## src/rtl/wdt_guard_pkg.sv

```systemverilog
package wdt_guard_pkg;

  // Control register bit positions (software-visible layout).
  localparam int unsigned B_EN    = 0;
  localparam int unsigned B_STAT  = 1;
  localparam int unsigned B_UNL   = 2;
  localparam int unsigned B_MODE  = 3;
  localparam int unsigned B_SEL   = 4;
  localparam int unsigned SEL_W   = 3;
  localparam int unsigned B_IRQ   = 7;

  typedef struct packed {
    logic             irq;
    logic [SEL_W-1:0] sel;
    logic             mode;   // 1 = interrupt, 0 = reset
    logic             status;
    logic             en;
  } wdt_state_t;

  // log2 of the terminal count for a given select
  function automatic int unsigned wdt_term_log(input logic [SEL_W-1:0] sel,
                                               input int unsigned base_log);
    return base_log + int'(sel);
  endfunction

  // register image seen by a read; the unlock bit is never stored
  function automatic logic [7:0] wdt_pack(input wdt_state_t s);
    return {s.irq, s.sel, s.mode, 1'b0, s.status, s.en};
  endfunction

endpackage

```

## src/rtl/wdt_guard_unlock.sv

```systemverilog
module wdt_guard_unlock (
  input  logic clk,
  input  logic rst_n,
  input  logic wd_rst_in,
  input  logic acc_valid,
  input  logic acc_write,
  input  logic is_ctrl,
  input  logic unl_bit,
  output logic arm_req,
  output logic prot_wr,
  output logic armed_q
);

  logic ctrl_wr;

  assign ctrl_wr = acc_valid && acc_write && is_ctrl;
  assign arm_req = ctrl_wr && unl_bit;
  assign prot_wr = ctrl_wr && !unl_bit && armed_q;

  always_ff @(posedge clk or negedge rst_n) begin
    if (!rst_n)         armed_q <= 1'b0;
    else if (wd_rst_in) armed_q <= 1'b0;
    else if (acc_valid) armed_q <= arm_req;
  end


  arm_consumed_chk: assert property (@(posedge clk) disable iff (!rst_n)
    (acc_valid && !arm_req) |=> !armed_q);


  arm_wdrst_chk: assert property (@(posedge clk) disable iff (!rst_n)
    wd_rst_in |=> !armed_q);

endmodule

```

## src/rtl/wdt_guard_counter.sv

```systemverilog
module wdt_guard_counter #(
  parameter int unsigned BASE_LOG = 8,
  localparam int unsigned SEL_W   = wdt_guard_pkg::SEL_W,
  localparam int unsigned CNT_W   = BASE_LOG + (1 << SEL_W) - 1,
  localparam int unsigned TW      = CNT_W + 1
) (
  input  logic             clk,
  input  logic             rst_n,
  input  logic             clr,
  input  logic             en,
  input  logic             tick,
  input  logic [SEL_W-1:0] sel,
  output logic             timeout
);
  import wdt_guard_pkg::*;

  logic [CNT_W-1:0] cnt_q;
  logic [TW-1:0]    term;

  assign term    = TW'(1) << wdt_term_log(sel, BASE_LOG);
  assign timeout = en && tick && !clr && ({1'b0, cnt_q} == term - TW'(1));

  always_ff @(posedge clk or negedge rst_n) begin
    if (!rst_n)                    cnt_q <= '0;
    else if (clr || !en || timeout) cnt_q <= '0;
    else if (tick)                 cnt_q <= cnt_q + CNT_W'(1);
  end


  cnt_range_chk: assert property (@(posedge clk) disable iff (!rst_n)
    ({1'b0, cnt_q} < term));


  idle_zero_chk: assert property (@(posedge clk) disable iff (!rst_n)
    !en |=> (cnt_q == '0));


  restart_zero_chk: assert property (@(posedge clk) disable iff (!rst_n)
    clr |=> (cnt_q == '0));

endmodule

```

## src/rtl/wdt_guard_ctrl.sv

```systemverilog
module wdt_guard_ctrl
  import wdt_guard_pkg::*;
(
  input  logic       clk,
  input  logic       rst_n,
  input  logic       wd_rst_in,
  input  logic       prot_wr,
  input  wdt_state_t wr_fields,
  input  logic       timeout,
  input  logic       off_evt,
  output wdt_state_t st_q,
  output logic       rst_req_q
);

  logic irq_clr;
  logic stat_clr;

  assign irq_clr  = prot_wr && !wr_fields.irq;
  assign stat_clr = prot_wr && !wr_fields.status;

  always_ff @(posedge clk or negedge rst_n) begin
    if (!rst_n) begin
      st_q      <= '0;
      rst_req_q <= 1'b0;
    end else begin
      rst_req_q <= timeout && !st_q.mode;
      if (timeout)       st_q.status <= 1'b1;
      else if (stat_clr) st_q.status <= 1'b0;
      if (wd_rst_in) begin
        st_q.en   <= 1'b0;
        st_q.mode <= 1'b0;
        st_q.sel  <= '0;
        st_q.irq  <= 1'b0;
      end else begin
        if (prot_wr) begin
          st_q.en   <= wr_fields.en;
          st_q.mode <= wr_fields.mode;
          st_q.sel  <= wr_fields.sel;
        end
        if (timeout && st_q.mode) st_q.irq <= 1'b1;
        else if (irq_clr)         st_q.irq <= 1'b0;
        if (off_evt) st_q.en <= 1'b0;
      end
    end
  end


  rst_pulse_chk: assert property (@(posedge clk) disable iff (!rst_n)
    rst_req_q |=> !rst_req_q);


  status_set_chk: assert property (@(posedge clk) disable iff (!rst_n)
    timeout |=> st_q.status);


  status_hold_chk: assert property (@(posedge clk) disable iff (!rst_n)
    (st_q.status && !stat_clr) |=> st_q.status);


  irq_hold_chk: assert property (@(posedge clk) disable iff (!rst_n)
    (st_q.irq && !wd_rst_in && !irq_clr) |=> st_q.irq);


  off_evt_chk: assert property (@(posedge clk) disable iff (!rst_n)
    off_evt |=> !st_q.en);


  wdrst_clear_chk: assert property (@(posedge clk) disable iff (!rst_n)
    wd_rst_in |=> (!st_q.en && !st_q.irq && !st_q.mode && st_q.sel == '0));


  locked_fields_chk: assert property (@(posedge clk) disable iff (!rst_n)
    (!prot_wr && !wd_rst_in) |=> ($stable(st_q.sel) && $stable(st_q.mode)));

endmodule

```

## src/rtl/wdt_guard.sv

```systemverilog
module wdt_guard
  import wdt_guard_pkg::*;
#(
  parameter int unsigned BASE_LOG  = 8,
  parameter int unsigned ADDR_W    = 4,
  parameter int unsigned CTRL_ADDR = 0
) (
  input  logic              clk,
  input  logic              rst_n,
  input  logic              wd_rst_in,
  input  logic              tick,
  input  logic              acc_valid,
  input  logic              acc_write,
  input  logic [ADDR_W-1:0] acc_addr,
  input  logic [7:0]        acc_wdata,
  output logic [7:0]        acc_rdata,
  input  logic              psm_evt,
  input  logic              lock_evt,
  output logic              wd_rst_req,
  output logic              wd_irq
);

  logic       is_ctrl;
  logic       arm_req;
  logic       prot_wr;
  logic       armed_q;
  logic       off_evt;
  logic       cnt_clr;
  logic       timeout;
  wdt_state_t wr_fields;
  wdt_state_t st_q;

  assign is_ctrl = (acc_addr == ADDR_W'(CTRL_ADDR));
  assign off_evt = psm_evt || lock_evt;
  assign cnt_clr = prot_wr || off_evt || wd_rst_in;

  assign wr_fields.en     = acc_wdata[B_EN];
  assign wr_fields.status = acc_wdata[B_STAT];
  assign wr_fields.mode   = acc_wdata[B_MODE];
  assign wr_fields.sel    = acc_wdata[B_SEL +: SEL_W];
  assign wr_fields.irq    = acc_wdata[B_IRQ];

  wdt_guard_unlock u_unlock (
    .clk       (clk),
    .rst_n     (rst_n),
    .wd_rst_in (wd_rst_in),
    .acc_valid (acc_valid),
    .acc_write (acc_write),
    .is_ctrl   (is_ctrl),
    .unl_bit   (acc_wdata[B_UNL]),
    .arm_req   (arm_req),
    .prot_wr   (prot_wr),
    .armed_q   (armed_q)
  );

  wdt_guard_counter #(.BASE_LOG(BASE_LOG)) u_counter (
    .clk     (clk),
    .rst_n   (rst_n),
    .clr     (cnt_clr),
    .en      (st_q.en),
    .tick    (tick),
    .sel     (st_q.sel),
    .timeout (timeout)
  );

  wdt_guard_ctrl u_ctrl (
    .clk       (clk),
    .rst_n     (rst_n),
    .wd_rst_in (wd_rst_in),
    .prot_wr   (prot_wr),
    .wr_fields (wr_fields),
    .timeout   (timeout),
    .off_evt   (off_evt),
    .st_q      (st_q),
    .rst_req_q (wd_rst_req)
  );

  assign wd_irq    = st_q.irq;
  assign acc_rdata = (acc_valid && !acc_write && is_ctrl) ? wdt_pack(st_q) : 8'h00;


  rdata_idle_chk: assert property (@(posedge clk) disable iff (!rst_n)
    !(acc_valid && !acc_write) |-> (acc_rdata == 8'h00));


  no_fire_idle_chk: assert property (@(posedge clk) disable iff (!rst_n)
    !st_q.en |-> !timeout);


  prot_needs_arm_chk: assert property (@(posedge clk) disable iff (!rst_n)
    prot_wr |-> armed_q);

endmodule

```

## config.mk

```make
export PLATFORM = sky130hd
export DESIGN_NAME = wdt_guard
export DESIGN_NICKNAME = d
export VERILOG_FILES = /design/src/rtl/wdt_guard_pkg.sv /design/src/rtl/wdt_guard_unlock.sv /design/src/rtl/wdt_guard_counter.sv /design/src/rtl/wdt_guard_ctrl.sv /design/src/rtl/wdt_guard.sv
export SDC_FILE = /design/constraint.sdc
export NUM_CORES = 1
export LEC_CHECK = 0
export BUFFER_PORTS_ARGS = -buffer_cell sky130_fd_sc_hd__buf_2
export CORE_MARGIN = 2
export CORE_UTILIZATION = 45
export DETAILED_ROUTE_END_ITERATION = 8
export PLACE_DENSITY = 0.67
export SLEW_MARGIN = 5
export SYNTH_ARGS = -nofsm -noshare
export SYNTH_HDL_FRONTEND = slang
export SYNTH_HIERARCHICAL = 1
export SYNTH_SLANG_ARGS = --single-unit
export TNS_END_PERCENT = 100
```

## constraint.sdc

```tcl
create_clock -name clk -period 3.5 [get_ports clk]
set_clock_uncertainty 0.2 [all_clocks]
set_input_delay 0 -clock clk [delete_from_list [all_inputs] [get_ports clk]]
set_output_delay 0 -clock clk [all_outputs]
set_load 0.02 [all_outputs]
```

==> results_dict.tcl <==
set metrics [dict create \
    grt_pass1_vias 1239 \
    grt_start_max_net_pins 25 \
    drt_wl_total_mm 3.30 \
    die-area_um2 3920 \
    worst_path_largest_cell_delay_ns 0.55 \
    synth_top_area_cell "dfrtp_1" \
    grt_overflow 0 \
    ir_worst_vdd_uv 303 \
    cp_cell_sequence "nor2_1, nand2_1, ha_1, or3_1, a21oi_1, a311oi_1, a2111oi_4, buf_6, nand3b_1, o21ai_1, dlygate4sd3_1" \
    fin_tns_setup_ns 0 \
    ys_seq_area_share_pct 38.9 \
    slew_violations 0 \
    fmax_mhz 304 \
    final_area_um2 1960 \
    syn_area_per_cell_um2 9.96 \
    synth_area_leaders "dfrtp_1 (39%), nor3_2 (6.5%), xnor2_1 (6.2%), xor2_1 (5.1%), mux2i_1 (3.9%)" \
    worstHoldStart "lock_evt" \
    synth_top_area_share_pct 38.9 \
    diodes 0 \
    hpwlAfterDp_mm 2.22 \
    critical_path_class "flop to flop" \
    syn2layout_area_growth_pct 26.7 \
    crit_path_start "u_ctrl/st_q[5]" \
    min_path_type "input port to flop" \
    dr.pass1.iters 4 \
    finalHoldViolCount 0 \
    crit_path_top_delay_cell "dlygate4sd3_1" \
    slew_headroom_pct 28.4 \
    grt_pass1_wl_mm 5.63 \
    cp_max_fo 15 \
    clkSlewWorstSetupHoldPaths_ns 0.13 \
    cts_made_buffers 3 \
    yosysUniqueCellTypes 42 \
    start_util_pct 46.6 \
    cts_setup_buffers 0 \
    tightestPinTransition_ns 1.07 \
    status "completed" \
    timing.rr.start "u_ctrl/st_q[5]" \
    via_per_inst 5.11 \
    syn_nets 177 \
    min_period_ns 3.29 \
    root_buffer "clkbuf_4" \
    dpl_cell_area_um2 1690 \
    end_kind "flop" \
    async_flop_share_pct 100 \
    synth_ff_type "dfrtp_1" \
    wl_per_cell_um 13.4 \
    gp_congestion 0.761 \
    ys_seq_elements 24 \
    drtAntennaViolNets 0 \
    grt.total_usage_pct 17.9 \
    drtIter0Drc 64 \
    synth_warnings 6 \
    io_pins 30 \
    fin_crit_sh_pct 94.1 \
    crit_arrival_ns 3.36 \
    drc 0 \
    setup_viol 0 \
    power_density_nw_per_um2 262 \
    clk_latency_ns 0.31 \
    die_y_um 62.6 \
    maxCapViolations 0 \
    rows 21 \
    netlist_area_um2 1540 \
    rsz0062_at_grt "no" \
    die_w_um 62.6 \
    core_area_um2 3310 \
    synthCells 155 \
    cp.required_ns 3.56 \
    p_leak_nw 0.891 \
    via_count 1256 \
    place.port_buffers 28 \
    nets 223 \
    h-tree-depth 1 \
    cts_buffer_depth 2 \
    drive_gt1_share_pct 25.5 \
    critPathLaunchType "flop" \
    antenna_found_initial 0 \
    clock_sinks 24 \
    synth_edf_count 0 \
    cts_tree "built" \
]
where the power goes:
group	internal (mW)	total [mW]	switching [mW]
Clock	0.116	0.198	0.0822
Combinational	0.0195	0.0367	0.0172
Sequential	0.277	0.277	0.0000272
path summary, 6_finish.rpt:
check / endpoint / slack [ns] / cells past startpoint
min reg2reg: u_ctrl/st_q[1] / 0.30 / 1
min in group asynchronous: u_counter/cnt_q[9] / 0.73 / 3
max in group asynchronous: u_counter/cnt_q[3] / 1.73 / 3
min: u_counter/cnt_q[11] / 0.24 / 6
max reg2reg: u_ctrl/st_q[6] / 0.21 / 11
max: u_ctrl/st_q[6] / 0.21 / 11
timing repair:
item                                    CTS  global route
resized for setup                         0             1
endpoints found under the hold margin    35             0
hold buffers                             21             0
endpoints found under the setup margin    0             1
layer usage:
layer  GRT usage (%)  share of wire [%]
met5               0                  0
met4            4.17                1.0
met3            2.16                2.2
met2            31.7                 53
met1            23.5                 44
through the flow:
stage / std cells / worst slack [ns] / power, mW / hold WS [ns] / util, %
2_1_floorplan: 155 / 0.885 / 0.289 / -0.496 / -
3_3_place_gp: 221 / 0.857 / 0.308 / -0.196 / 51.0
3_5_place_dp: 221 / 0.718 / 0.309 / -0.191 / 51.0
4_1_cts: 246 / 0.143 / 0.517 / 0.230 / 59.0
5_1_grt: 246 / 0.0198 / 0.538 / 0.255 / 59.1
6_report: 246 / 0.208 / 0.512 / 0.243 / 59.1
worst max-delay path: cells and delay by family (launching register included):
family                   cells  cell delay [ns]
AO/OA/AOI/OAI                4             0.63
adder cells (fa/ha/maj)      1             0.31
buffers and inverters        2             0.79
flip-flops                   1             0.54
AND/OR/NAND/NOR              4             0.78
synth_stat cells, drive strengths merged, types with 3 or more instances:
| cell type | n |
|---|---|
| dfrtp | 24 |
| nor3 | 15 |
| xnor2 | 11 |
| and3 | 10 |
| nor2 | 10 |
| xor2 | 9 |
| buf | 8 |
| nand3 | 8 |
| mux2i | 6 |
| nand2 | 6 |
| and4 | 4 |
| inv | 4 |
| a21oi | 3 |
| clkbuf | 3 |
| nand2b | 3 |
| nand4 | 3 |
| nor2b | 3 |
| o21ai | 3 |
layout by cell type (no fill, tap or decap), types with 3 or more instances in the layout:
master,synthesis,routed
buf_2,3,28
dfrtp_1,24,24
dlygate4sd3_1,0,21
xnor2_1,11,11
nor2_1,10,10
nor3_2,10,10
and3_1,9,9
xor2_1,9,9
nand3_1,7,7
nand2_1,6,6
mux2i_1,6,6
nor3_1,5,5
inv_1,4,4
and4_1,4,4
nor2b_1,3,3
clkbuf_4,0,3
a21oi_1,3,3
nand2b_1,3,3
nand4_1,3,3
registers in the layout (all words and copies together), names as in the netlist:
| name | cells |
|---|---|
| u_counter/cnt_q | 15 |
| u_ctrl/st_q | 7 |
| u_ctrl/rst_req_q | 1 |
| u_unlock/armed_q | 1 |
logic make-up (layout without fill, tap and decap cells):
logic type | Yosys count | after routing | synth area share [%]
other | 1 | 1 | 0.243
flip-flops | 24 | 24 | 38.9
adder cells (fa/ha/maj) | 2 | 2 | 1.62
AO/OA/AOI/OAI | 13 | 13 | 6.81
XOR/XNOR | 20 | 20 | 11.3
multiplexers | 6 | 6 | 3.89
buffers and inverters | 15 | 60 | 5.83
AND/OR/NAND/NOR | 74 | 74 | 31.4
final cells by class:
| cell class | instances | area (µm²) |
|---|---|---|
| clock buffer | 3 | 22.5 |
| multi-input combinational | 116 | 853 |
| tap | 46 | 57.6 |
| sequential | 24 | 601 |
| inverter | 4 | 15.0 |
| clock inverter | 1 | 30.0 |
| fill | 301 | 1360 |
| timing repair buffer | 52 | 377 |
No activity file was read; power rests on OpenSTA's default activity.
